$ cat config.mk
export PLATFORM = sky130hd
export DESIGN_NAME = dma_err_collect
export DESIGN_NICKNAME = d
export VERILOG_FILES = /design/src/rtl/dma_err_pkg.sv /design/src/rtl/dma_miss_detect.sv /design/src/rtl/dma_clr_decode.sv /design/src/rtl/dma_sticky_bank.sv /design/src/rtl/dma_err_collect.sv
export SDC_FILE = /design/constraint.sdc
export NUM_CORES = 1
export LEC_CHECK = 0
export ABC_CLOCK_PERIOD_IN_PS = 900
export CAP_MARGIN = 20
export CORE_MARGIN = 3
export CORE_UTILIZATION = 27
export CTS_BUF_LIST = sky130_fd_sc_hd__clkbuf_4
export CTS_CLUSTER_SIZE = 20
export DETAILED_ROUTE_END_ITERATION = 16
export PLACE_DENSITY = 0.78
export REMOVE_ABC_BUFFERS = 1
export SKIP_LAST_GASP = 1
export SLEW_MARGIN = 5
export SYNTH_ARGS = -nofsm -noshare
export SYNTH_HDL_FRONTEND = slang
export SYNTH_HIERARCHICAL = 1
export SYNTH_SLANG_ARGS = --single-unit
$ cat constraint.sdc
create_clock -name clk_i -period 0.9 [get_ports clk_i]
set_input_delay 0.18 -clock clk_i [delete_from_list [all_inputs] [get_ports clk_i]]
set_output_delay 0.18 -clock clk_i [all_outputs]
set_load 0.01 [all_outputs]
$ cat src/rtl/dma_err_pkg.sv
package dma_err_pkg;

    localparam int unsigned REG_W       = 32;
    localparam int unsigned TCC_BIT_POS = 16;

    typedef enum logic [1:0] {
        CLR_DMA_MISS  = 2'd0,
        CLR_QDMA_MISS = 2'd1,
        CLR_CC_ERR    = 2'd2,
        CLR_NONE      = 2'd3
    } clr_sel_e;

endpackage

$ cat src/rtl/dma_miss_detect.sv
module dma_miss_detect #(
    parameter int unsigned W = 8
) (
    input  logic [W-1:0] evt_i,
    input  logic [W-1:0] pend_i,
    output logic [W-1:0] miss_o
);
    // A channel misses an event when a new one lands while one is pending.
    for (genvar g = 0; g < W; g++) begin : g_ch
        assign miss_o[g] = evt_i[g] & pend_i[g];
    end
endmodule

$ cat src/rtl/dma_clr_decode.sv
module dma_clr_decode
    import dma_err_pkg::*;
#(
    parameter int unsigned NUM_CH  = 8,
    parameter int unsigned NUM_QCH = 4,
    parameter int unsigned NUM_Q   = 2
) (
    input  logic                 we_i,
    input  logic [1:0]           sel_i,
    input  logic [REG_W-1:0]     data_i,
    output logic [NUM_CH-1:0]    clr_dma_o,
    output logic [NUM_QCH-1:0]   clr_qdma_o,
    output logic [NUM_Q:0]       clr_cc_o
);
    localparam int unsigned CC_W = NUM_Q + 1;

    logic [CC_W-1:0] cc_mask;

    // Controller error bank: queues at [NUM_Q-1:0], completion code on top.
    for (genvar q = 0; q < NUM_Q; q++) begin : g_qmask
        assign cc_mask[q] = data_i[q];
    end
    assign cc_mask[NUM_Q] = data_i[TCC_BIT_POS];

    always_comb begin
        clr_dma_o  = '0;
        clr_qdma_o = '0;
        clr_cc_o   = '0;
        if (we_i) begin
            unique case (clr_sel_e'(sel_i))
                CLR_DMA_MISS:  clr_dma_o  = data_i[NUM_CH-1:0];
                CLR_QDMA_MISS: clr_qdma_o = data_i[NUM_QCH-1:0];
                CLR_CC_ERR:    clr_cc_o   = cc_mask;
                default:       ;
            endcase
        end
    end

    logic unused_data;
    assign unused_data = ^data_i;
endmodule

$ cat src/rtl/dma_sticky_bank.sv
module dma_sticky_bank #(
    parameter int unsigned W = 8
) (
    input  logic         clk_i,
    input  logic         rst_ni,
    input  logic [W-1:0] set_i,
    input  logic [W-1:0] clr_i,
    output logic [W-1:0] bits_o
);
    typedef struct packed {
        logic [W-1:0] bits;
    } bank_t;

    bank_t st_d, st_q;

    // Set has priority over clear on the same bit.
    always_comb begin
        st_d      = st_q;
        st_d.bits = (st_q.bits & ~clr_i) | set_i;
    end

    always_ff @(posedge clk_i or negedge rst_ni) begin
        if (!rst_ni) st_q <= '0;
        else         st_q <= st_d;
    end

    assign bits_o = st_q.bits;
endmodule

$ cat src/rtl/dma_err_collect.sv
module dma_err_collect
    import dma_err_pkg::*;
#(
    parameter int unsigned NUM_CH  = 8,
    parameter int unsigned NUM_QCH = 4,
    parameter int unsigned NUM_Q   = 2
) (
    input  logic                 clk_i,
    input  logic                 rst_ni,
    input  logic [NUM_CH-1:0]    dma_evt_i,
    input  logic [NUM_CH-1:0]    dma_pend_i,
    input  logic [NUM_QCH-1:0]   qdma_evt_i,
    input  logic [NUM_QCH-1:0]   qdma_pend_i,
    input  logic                 tcc_err_i,
    input  logic [NUM_Q-1:0]     qthr_i,
    input  logic                 clr_we_i,
    input  logic [1:0]           clr_sel_i,
    input  logic [31:0]          clr_data_i,
    output logic [NUM_CH-1:0]    dma_miss_o,
    output logic [NUM_QCH-1:0]   qdma_miss_o,
    output logic [31:0]          cc_err_o,
    output logic                 err_irq_o
);
    localparam int unsigned CC_W = NUM_Q + 1;

    logic [NUM_CH-1:0]  set_dma,  clr_dma;
    logic [NUM_QCH-1:0] set_qdma, clr_qdma;
    logic [CC_W-1:0]    set_cc,   clr_cc, cc_bits;

    dma_miss_detect #(.W(NUM_CH)) u_dma_miss (
        .evt_i (dma_evt_i),
        .pend_i(dma_pend_i),
        .miss_o(set_dma)
    );

    dma_miss_detect #(.W(NUM_QCH)) u_qdma_miss (
        .evt_i (qdma_evt_i),
        .pend_i(qdma_pend_i),
        .miss_o(set_qdma)
    );

    assign set_cc = {tcc_err_i, qthr_i};

    dma_clr_decode #(.NUM_CH(NUM_CH), .NUM_QCH(NUM_QCH), .NUM_Q(NUM_Q)) u_clr (
        .we_i      (clr_we_i),
        .sel_i     (clr_sel_i),
        .data_i    (clr_data_i),
        .clr_dma_o (clr_dma),
        .clr_qdma_o(clr_qdma),
        .clr_cc_o  (clr_cc)
    );

    dma_sticky_bank #(.W(NUM_CH)) u_dma_bank (
        .clk_i (clk_i), .rst_ni(rst_ni),
        .set_i (set_dma), .clr_i(clr_dma), .bits_o(dma_miss_o)
    );

    dma_sticky_bank #(.W(NUM_QCH)) u_qdma_bank (
        .clk_i (clk_i), .rst_ni(rst_ni),
        .set_i (set_qdma), .clr_i(clr_qdma), .bits_o(qdma_miss_o)
    );

    dma_sticky_bank #(.W(CC_W)) u_cc_bank (
        .clk_i (clk_i), .rst_ni(rst_ni),
        .set_i (set_cc), .clr_i(clr_cc), .bits_o(cc_bits)
    );

    // Place the compact controller bank into its 32-bit word.
    for (genvar b = 0; b < REG_W; b++) begin : g_ccword
        if (b < NUM_Q) begin : g_q
            assign cc_err_o[b] = cc_bits[b];
        end else if (b == TCC_BIT_POS) begin : g_tcc
            assign cc_err_o[b] = cc_bits[NUM_Q];
        end else begin : g_zero
            assign cc_err_o[b] = 1'b0;
        end
    end

    // No per-source enables: any recorded error raises the interrupt.
    assign err_irq_o = (|dma_miss_o) | (|qdma_miss_o) | (|cc_bits);
endmodule

==> summary.txt, run 1 <==
Route
  – DRC viols: 0
  – Pre-antenna DRT Iters: 2
  – Wire length per cell: 12.16 µm
  – Total number of vias: 971
  – DRT antenna net count: 0
  – Final WL: 2.954 mm
  – DRT iter0 DRCs: 7
  – Vias per inst: 3.996

Timing
  – Final setup violation count: 20
  – Max-slew violations: 0
  – Min cycle time layout: 1.451 ns
  – Maximum clock frequency: 0.6893 GHz
  – Worst setup margin: -0.5508 ns
  – Period utilisation layout: 161.2%
  – RSZ-0062 raised after global routing: true
  – Hold_ws: 0.1988 ns
  – Hold Violations, Final: 0
  – Setup Skew: 0 ns

Cells and area
  – Finished Cell Area: 0.001958 mm²
  – Final core utilization: 52.31%
  – Area grow syn2layout: 83.04%
  – Fraction of layout cells with a size suffix above 1: 32.31%
  – N_diodes: 0
  – Final nets: 260

Setup path
  – Reg2Reg Depth: 3
  – R2r setup slk: -0.05 ns
  – Critical path class: reg2out
  – Critical Path Start Type: register
  – Worst r2r src: u_dma_bank/bits_o[1]
  – R2R Path End: u_dma_bank/bits_o[1]
  – Worst setup path startpoint: u_dma_bank/bits_o[2]
  – Critical path endpoint category: output pin
  – Maximum fanout along the worst path: 2
  – CP arrival: 1.27 ns
  – End of the critical path: err_irq_o
  – Required time worst endpoint: 0.72 ns

Yosys
  – Sequential share of the synthesized area: 35.09%
  – XOR/XNOR share of the synthesized area: 0%
  – Syn avg cell area: 9.725 µm²
  – Synthesized cell area: 0.001070 mm²
  – Synth warn: 6
  – Post-synthesis cell type count: 15
  – Post-Syn Instances: 110
  – Ranking of synthesized cells by area: dfrtp_1 35%, buf_4 21%, a21o_1 11%, and2_1 7.0%, and4b_2 5.3%
  – Synth Area in Compound Gates: 10.53%
  – Predominant post-synthesis flop cell: dfrtp_1
  – Largest area contributor in the netlist: dfrtp_1
  – Post-synthesis mux area share: 0%
  – Seq cells post-synth: 15
  – Top cell type's share of synthesized area: 35.09%
  – Synth cell count leaders: 30 x buf_4, 15 x a21o_1, 15 x dfrtp_1, 15 x inv_1, 12 x and2_1
  – Main combinational cell family by area after synthesis: buffers and inverters
  – Post-synthesis adder-cell area fraction: 0%
  – Simple-Gate Fraction of Synth Area: 25.61%
  – Number of enable flip-flop cells after synthesis: 0
  – Asr flop ratio synth: 100.0%
  – Most frequent cell after synthesis: buf_4

CTS
  – Clock latency at the later pin of the worst-skew pair: 0.29 ns
  – Clock sink count: 15
  – Cts hold-fix bufs: 0
  – Clock buffer depth: 2
  – Clock-pin slew on the worst setup and hold paths: 0.10 ns
  – CTS root buffer: clkbuf_4
  – H-Tree Depth: 1
  – CTS tree: yes
  – Number of CTS-inserted buffers: 3

Placement
  – Post-place instance area: 0.001723 mm²
  – Gpl congestion: 0.7217
  – Final HPWL DP: 2.134 mm
  – Count of input and output buffers: 56

Floorplanning
  – Die Area: 0.004753 mm²
  – Die Height: 68.95 µm
  – IO Pins: 109
  – Total core area: 0.003744 mm²
  – Initial cell density of the core: 28.58%
  – FP Rows: 22
  – Die width: 68.95 µm

Power
  – Leak: 0.8862 nW
  – Pwr dens: 1001 mW/mm²
  – Peak VDD IR: 714.2 µV

Global routing
  – First-pass GRT wire length: 4.340 mm
  – GRT overflow: 0
  – Total GRT Usage: 12.46%
  – Antenna violations before repair: 0
  – Largest net degree at the start of global routing: 16
  – Number of global-route vias before repair: 968

Min path
  – Hold/Removal Path Class: in2async

Run status
  – Failing checks: setup timing
  – Status: complete, but fails checks

Job
  – Max Cap Violations: 0
## layer usage
layer | part of all wire (%) | vias to the layer above | GRT usage, %
met1 | 40 | 423 | 14.51
met2 | 46 | 56 | 19.88
met3 | 10 | 9 | 3.890
met5 | 0 | - | 0
met4 | 3.3 | 0 | 7.543
li1 | - | 483 | -
## how the worst min path moves through the flow
stage	start	slack (ns)	depth (start not counted)	end
global route	rst_ni	0.21	2	u_dma_bank/bits_o[3]
detailed placement	rst_ni	0.53	2	u_dma_bank/bits_o[3]
global placement	rst_ni	0.52	2	u_dma_bank/bits_o[6]
floorplan	rst_ni	-0.12	0	u_cc_bank/bits_o[0]
CTS	rst_ni	0.21	2	u_dma_bank/bits_o[3]
finish	rst_ni	0.20	2	u_dma_bank/bits_o[4]
## cells by family after synthesis
group / after synthesis
buffers and inverters: 47
AND/OR/NAND/NOR: 32
flip-flops: 15
other: 1
AO/OA/AOI/OAI: 15
## cells in the final DEF, fill, tap and decap left out
cell type	count
a21o_1	15
and4b_1	2
nor4bb_2	2
and4bb_1	2
and4b_2	5
dlymetal6s2s_1	1
nor4_4	2
buf_6	33
and4bb_2	3
clkdlybuf4s50_1	33
buf_4	8
clkinv_2	1
nor3_1	1
dfrtp_1	15
nand4_1	1
clkbuf_4	3
conb_1	29
clkdlybuf4s15_1	2
buf_2	2
buf_12	2
dlygate4sd2_1	4
inv_1	15
nor4_2	1
and2_1	12
nor4bb_4	1
## worst max-delay path, stage by stage, from the launching register on
cell and delay [ns]:
dfrtp_1 0.42, nor4_4 0.28, nand4_1 0.11, buf_2 0.16
## per-stage QoR
step	instances	power, mW	setup slack [ns]	TNS [ns]
4_1_cts	239	1.900	-0.5762	-3.917
6_report	243	1.959	-0.5508	-4.307
5_1_grt	243	2.061	-0.5996	-4.961
2_1_floorplan	106	0.9549	-0.1268	-0.1268
3_3_place_gp	230	1.398	-0.6063	-11.09
3_5_place_dp	230	1.405	-0.6345	-11.30
## timing repair
action / CTS / global route
buffers inserted: 6 / 8
hold endpoints to repair: 0 / 0
gates resized for setup: 109 / 11
gates cloned: 1 / 0
pin swaps: 5 / 4
endpoints found under the setup margin: 31 / 24
## registers in the layout, indices dropped and copies added (netlist names)
register            count
u_qdma_bank/bits_o      4
u_dma_bank/bits_o       8
u_cc_bank/bits_o        3
## final cells by class
type	count	area [µm²]
multi-input cells	76	559.3
flip-flops and latches	15	375.4
inverters	15	56.30
clock buffers	3	22.52
clock inverters	1	5.005
repair buffers	85	879.6
well taps	48	60.06
fillers	356	1785
## where the power goes
part	total [mW]	leakage (nW)	switching [mW]	internal, mW
sequential	0.784	0.145	0.0554	0.729
combinational	0.761	0.724	0.269	0.492
clock	0.414	0.0177	0.248	0.166
No activity file was read; power rests on OpenSTA's default activity.
==> run 2, diff against run 1 <==
TNS_END_PERCENT = 30   (was not set)
==> summary.txt, run 2 (synthesized netlist as in run 1, its figures left out) <==
Setup path
  – Critical path class: reg2out
  – Maximum fanout along the worst path: 2
  – R2r setup slk: -0.04 ns
  – Worst r2r src: u_dma_bank/bits_o[1]
  – R2R Path End: u_dma_bank/bits_o[1]
  – Critical Path Start Type: register
  – Reg2Reg Depth: 3
  – Required time worst endpoint: 0.72 ns
  – Critical path endpoint category: output pin
  – CP arrival: 1.28 ns

Timing
  – Max-slew violations: 0
  – Period utilisation layout: 162.7%
  – Hold Violations, Final: 0
  – Maximum clock frequency: 0.6831 GHz
  – RSZ-0062 raised after global routing: true
  – Min cycle time layout: 1.464 ns
  – Final setup violation count: 31
  – Worst setup margin: -0.5639 ns
  – Setup Skew: 0 ns

Run status
  – Failing checks: setup timing
  – Status: complete, but fails checks

CTS
  – Clock sink count: 15
  – CTS tree: yes
  – H-Tree Depth: 1
  – Number of CTS-inserted buffers: 3
  – Clock latency at the later pin of the worst-skew pair: 0.28 ns
  – Clock-pin slew on the worst setup and hold paths: 0.09 ns
  – Clock buffer depth: 2
  – CTS root buffer: clkbuf_4
  – Cts hold-fix bufs: 0

Floorplanning
  – Die Height: 68.95 µm
  – Die width: 68.95 µm
  – FP Rows: 22
  – Die Area: 0.004753 mm²
  – IO Pins: 109
  – Initial cell density of the core: 28.58%
  – Total core area: 0.003744 mm²

Cells and area
  – Leading cell type in the layout, fill and taps excluded: clkdlybuf4s50_1
  – Finished Cell Area: 0.001869 mm²
  – N_diodes: 0
  – Fraction of layout cells with a size suffix above 1: 29.17%
  – Max FFs per register: 8
  – Area grow syn2layout: 74.74%
  – Non-filler cells, final: 240
  – Final nets: 257
  – Highest-count cells in the layout ignoring fill and taps: 40 x clkdlybuf4s50_1, 29 x conb_1, 23 x buf_6

Min path
  – Hold/Removal Path Class: in2async

Global routing
  – Largest net degree at the start of global routing: 16
  – Number of global-route vias before repair: 920
  – Antenna violations before repair: 0
  – First-pass GRT wire length: 3.933 mm
  – Total GRT Usage: 11.18%
  – GRT overflow: 0

Route
  – Total number of vias: 941
  – DR WL met2: 1.257 mm
  – Met1 WL: 1.043 mm
  – Highest metal used: met4
  – Wire length per cell: 10.83 µm
  – Pre-antenna DRT Iters: 4
  – DRT antenna net count: 0
  – Final WL: 2.599 mm
  – DRC viols: 0
  – DRT iter0 DRCs: 8
  – Detail Route met3 WL: 276 µm
  – Vias per inst: 3.921

Placement
  – Post-place instance area: 0.001723 mm²
  – Placed cells: 230
  – Count of input and output buffers: 56
  – Gpl congestion: 0.7217
  – Final HPWL DP: 2.134 mm
  – Dpl ws: -0.6345 ns

Power
  – Comb pwr share: 37.8%
  – Overall power: 1.875 mW
  – Sw frac: 27.71%
  – Int Pwr: 1.355 mW
  – Leak: 0.8245 nW
  – Clock power frac: 20.8%
  – Peak VDD IR: 594.9 µV
  – Sequential power share: 41.4%
  – Pwr dens: 1003 mW/mm²
  – Net load switching power: 0.5195 mW

Job
  – Max Cap Violations: 0
run 2: routing by layer:
metal / up-vias / global-route usage, %
met5: - / 0
met4: 0 / 5.839
met3: 2 / 3.728
met2: 51 / 18.10
met1: 411 / 13.03
li1: 477 / -
run 2: final cells by class:
type | instances | area, µm²
Inverter | 15 | 56.30
Sequential cell | 15 | 375.4
Clock inverter | 1 | 5.005
Fill cell | 360 | 1874
Tap cell | 48 | 60.06
Timing Repair Buffer | 82 | 827.0
Multi-Input combinational cell | 76 | 523.0
Clock buffer | 3 | 22.52
run 2: repair_timing:
| item | 4_1_cts | 5_1_grt |
|---|---|---|
| endpoints found under the setup margin | 31 | 31 |
| pin swaps | 1 | 0 |
| buffers inserted | 5 | 2 |
| cloned | 0 | 0 |
| resized for setup | 59 | 28 |
run 2: stage by stage:
| step | util (%) | TNS (ns) | hold WS (ns) |
|---|---|---|---|
| 2_1_floorplan | - | -0.1268 | -0.1156 |
| 3_3_place_gp | 46.02 | -11.09 | 0.5233 |
| 3_5_place_dp | 46.02 | -11.30 | 0.5255 |
| 4_1_cts | 48.73 | -7.783 | 0.2062 |
| 5_1_grt | 49.93 | -7.630 | 0.2174 |
| 6_report | 49.93 | -6.362 | 0.2117 |
run 2: power groups by stage:
stage	Combinational (mW)	Clock [mW]	Sequential, mW
global placement	0.629	0	0.768
finish	0.708	0.390	0.777
floorplan	0.147	0	0.808
global route	0.772	0.437	0.784
detailed placement	0.632	0	0.773
CTS	0.677	0.404	0.770
run 2: worst max path at each step:
stage / startpoint / endpoint / slack, ns / depth (start not counted)
2_1_floorplan: u_dma_bank/bits_o[4] / err_irq_o / -0.13 / 2
3_3_place_gp: u_dma_bank/bits_o[4] / err_irq_o / -0.61 / 3
3_5_place_dp: u_dma_bank/bits_o[1] / err_irq_o / -0.63 / 3
4_1_cts: u_dma_bank/bits_o[2] / err_irq_o / -0.58 / 3
5_1_grt: u_qdma_bank/bits_o[0] / err_irq_o / -0.61 / 3
6_report: u_dma_bank/bits_o[2] / err_irq_o / -0.56 / 3
run 2: worst max-delay path: stages, from the launching register on:
cell     delay [ns]
dfrtp_1        0.41
nor4_2         0.31
nand4_1        0.12
buf_2          0.16
==> run 3, diff against run 2 <==
PLACE_DENSITY = not set   (was 0.78)
PLACE_DENSITY_LB_ADDON = 0.05   (was not set)
==> summary.txt, run 3 (synthesized netlist as in run 1, its figures left out) <==
Setup path
  – Worst r2r src: u_qdma_bank/bits_o[3]
  – CP arrival: 1.28 ns
  – Critical Path Start Type: register
  – R2R Path End: u_qdma_bank/bits_o[3]
  – Critical path endpoint category: output pin
  – Reg2Reg Depth: 3
  – Critical path class: reg2out
  – Required time worst endpoint: 0.72 ns
  – R2r setup slk: -0.02 ns
  – Maximum fanout along the worst path: 2

Global routing
  – First-pass GRT wire length: 3.933 mm
  – GRT overflow: 0
  – Largest net degree at the start of global routing: 16
  – Antenna violations before repair: 0
  – Number of global-route vias before repair: 888
  – Total GRT Usage: 11.23%

Route
  – Wire length per cell: 11.40 µm
  – DRC viols: 0
  – DRT antenna net count: 0
  – Vias per inst: 4.008
  – Pre-antenna DRT Iters: 4
  – DRT iter0 DRCs: 15
  – Final WL: 2.747 mm
  – Total number of vias: 966

Cells and area
  – Finished Cell Area: 0.001899 mm²
  – Fraction of layout cells with a size suffix above 1: 29.53%
  – Final nets: 258
  – Max FFs per register: 8
  – # fillers: 355
  – Final core utilization: 50.74%
  – N_diodes: 0
  – Area grow syn2layout: 77.54%
  – Leading cell type in the layout, fill and taps excluded: clkdlybuf4s50_1
  – Non-filler cells, final: 241
  – Highest-count cells in the layout ignoring fill and taps: 36 x clkdlybuf4s50_1, 29 x conb_1, 29 x buf_6

Run status
  – Failing checks: setup timing
  – Status: complete, but fails checks

Timing
  – RSZ-0062 raised after global routing: true
  – Hold Violations, Final: 0
  – Period utilisation layout: 162.7%
  – Worst setup margin: -0.5642 ns
  – Maximum clock frequency: 0.6830 GHz
  – Setup tns final: -4.051 ns
  – Max-slew violations: 0
  – Min cycle time layout: 1.464 ns
  – Hold_ws: 0.2285 ns
  – Final setup violation count: 26
  – Setup Skew: 0 ns

CTS
  – CTS tree: yes
  – Clock-pin slew on the worst setup and hold paths: 0.09 ns
  – Cts hold-fix bufs: 0
  – Clock sink count: 15
  – Clock latency at the later pin of the worst-skew pair: 0.28 ns
  – Number of CTS-inserted buffers: 3
  – H-Tree Depth: 1
  – CTS root buffer: clkbuf_4
  – Clock buffer depth: 2

Min path
  – Hold/Removal Path Class: in2async

Placement
  – Post-place instance area: 0.001725 mm²
  – Placed cells: 232
  – Gpl congestion: 0.6357
  – Final HPWL DP: 2.265 mm
  – Count of input and output buffers: 56

Floorplanning
  – Die Height: 68.95 µm
  – Die Area: 0.004753 mm²
  – FP Rows: 22
  – IO Pins: 109
  – Initial cell density of the core: 28.58%
  – Total core area: 0.003744 mm²
  – Die width: 68.95 µm

Power
  – Pwr dens: 998.8 mW/mm²
  – Peak VDD IR: 781.6 µV
  – Leak: 0.8745 nW

Job
  – Max Cap Violations: 0
==> run 3: repair_timing <==
action | 4_1_cts | 5_1_grt
resized for setup | 52 | 40
gates cloned | 0 | 1
endpoints found under the setup margin | 31 | 31
pin swaps | 2 | 4
setup buffers | 3 | 6
==> run 3: power by group <==
group / switching, mW / total, mW / internal (mW)
combinational: 0.250 / 0.715 / 0.465
clock: 0.203 / 0.405 / 0.202
sequential: 0.0486 / 0.778 / 0.729
total: 0.501 / 1.90 / 1.40
==> run 3: how the worst max path moves through the flow <==
stage          cells past startpoint  slack (ns)   endpoint                  start
5_1_grt                            3       -0.67  err_irq_o  u_qdma_bank/bits_o[0]
4_1_cts                            3       -0.61  err_irq_o    u_cc_bank/bits_o[1]
6_report                           3       -0.56  err_irq_o  u_qdma_bank/bits_o[0]
2_1_floorplan                      2       -0.13  err_irq_o   u_dma_bank/bits_o[4]
3_3_place_gp                       3       -0.66  err_irq_o  u_qdma_bank/bits_o[0]
3_5_place_dp                       3       -0.68  err_irq_o  u_qdma_bank/bits_o[0]
==> run 3: worst max-delay path, cell delays in order, from the launching register on <==
cell and delay [ns]:
dfrtp_1 0.41, nor4_4 0.28, nand4_1 0.15, buf_2 0.17
==> run 3: stage by stage <==
stage          power, mW  worst slack (ns)
2_1_floorplan     0.9549           -0.1268
3_3_place_gp       1.410           -0.6567
3_5_place_dp       1.414           -0.6768
4_1_cts            1.864           -0.6052
5_1_grt            2.020           -0.6748
6_report           1.897           -0.5642
==> run 3: layout make-up <==
cell class | count | area, µm² | area share, %
Tap cell | 48 | 60.06 | 3.162
Clock buffer | 4 | 30.03 | 1.581
Inverter | 15 | 56.30 | 2.964
Multi-Input combinational cell | 76 | 523.0 | 27.54
Timing Repair Buffer | 83 | 854.6 | 44.99
Sequential cell | 15 | 375.4 | 19.76
==> run 3: per-layer routing <==
layer | track usage, % | share of wire (%) | wire (µm)
met3 | 3.728 | 10 | 287
met4 | 2.190 | 0.51 | 14
met5 | 0 | 0 | 0
met2 | 19.88 | 51 | 1395
met1 | 13.18 | 38 | 1049
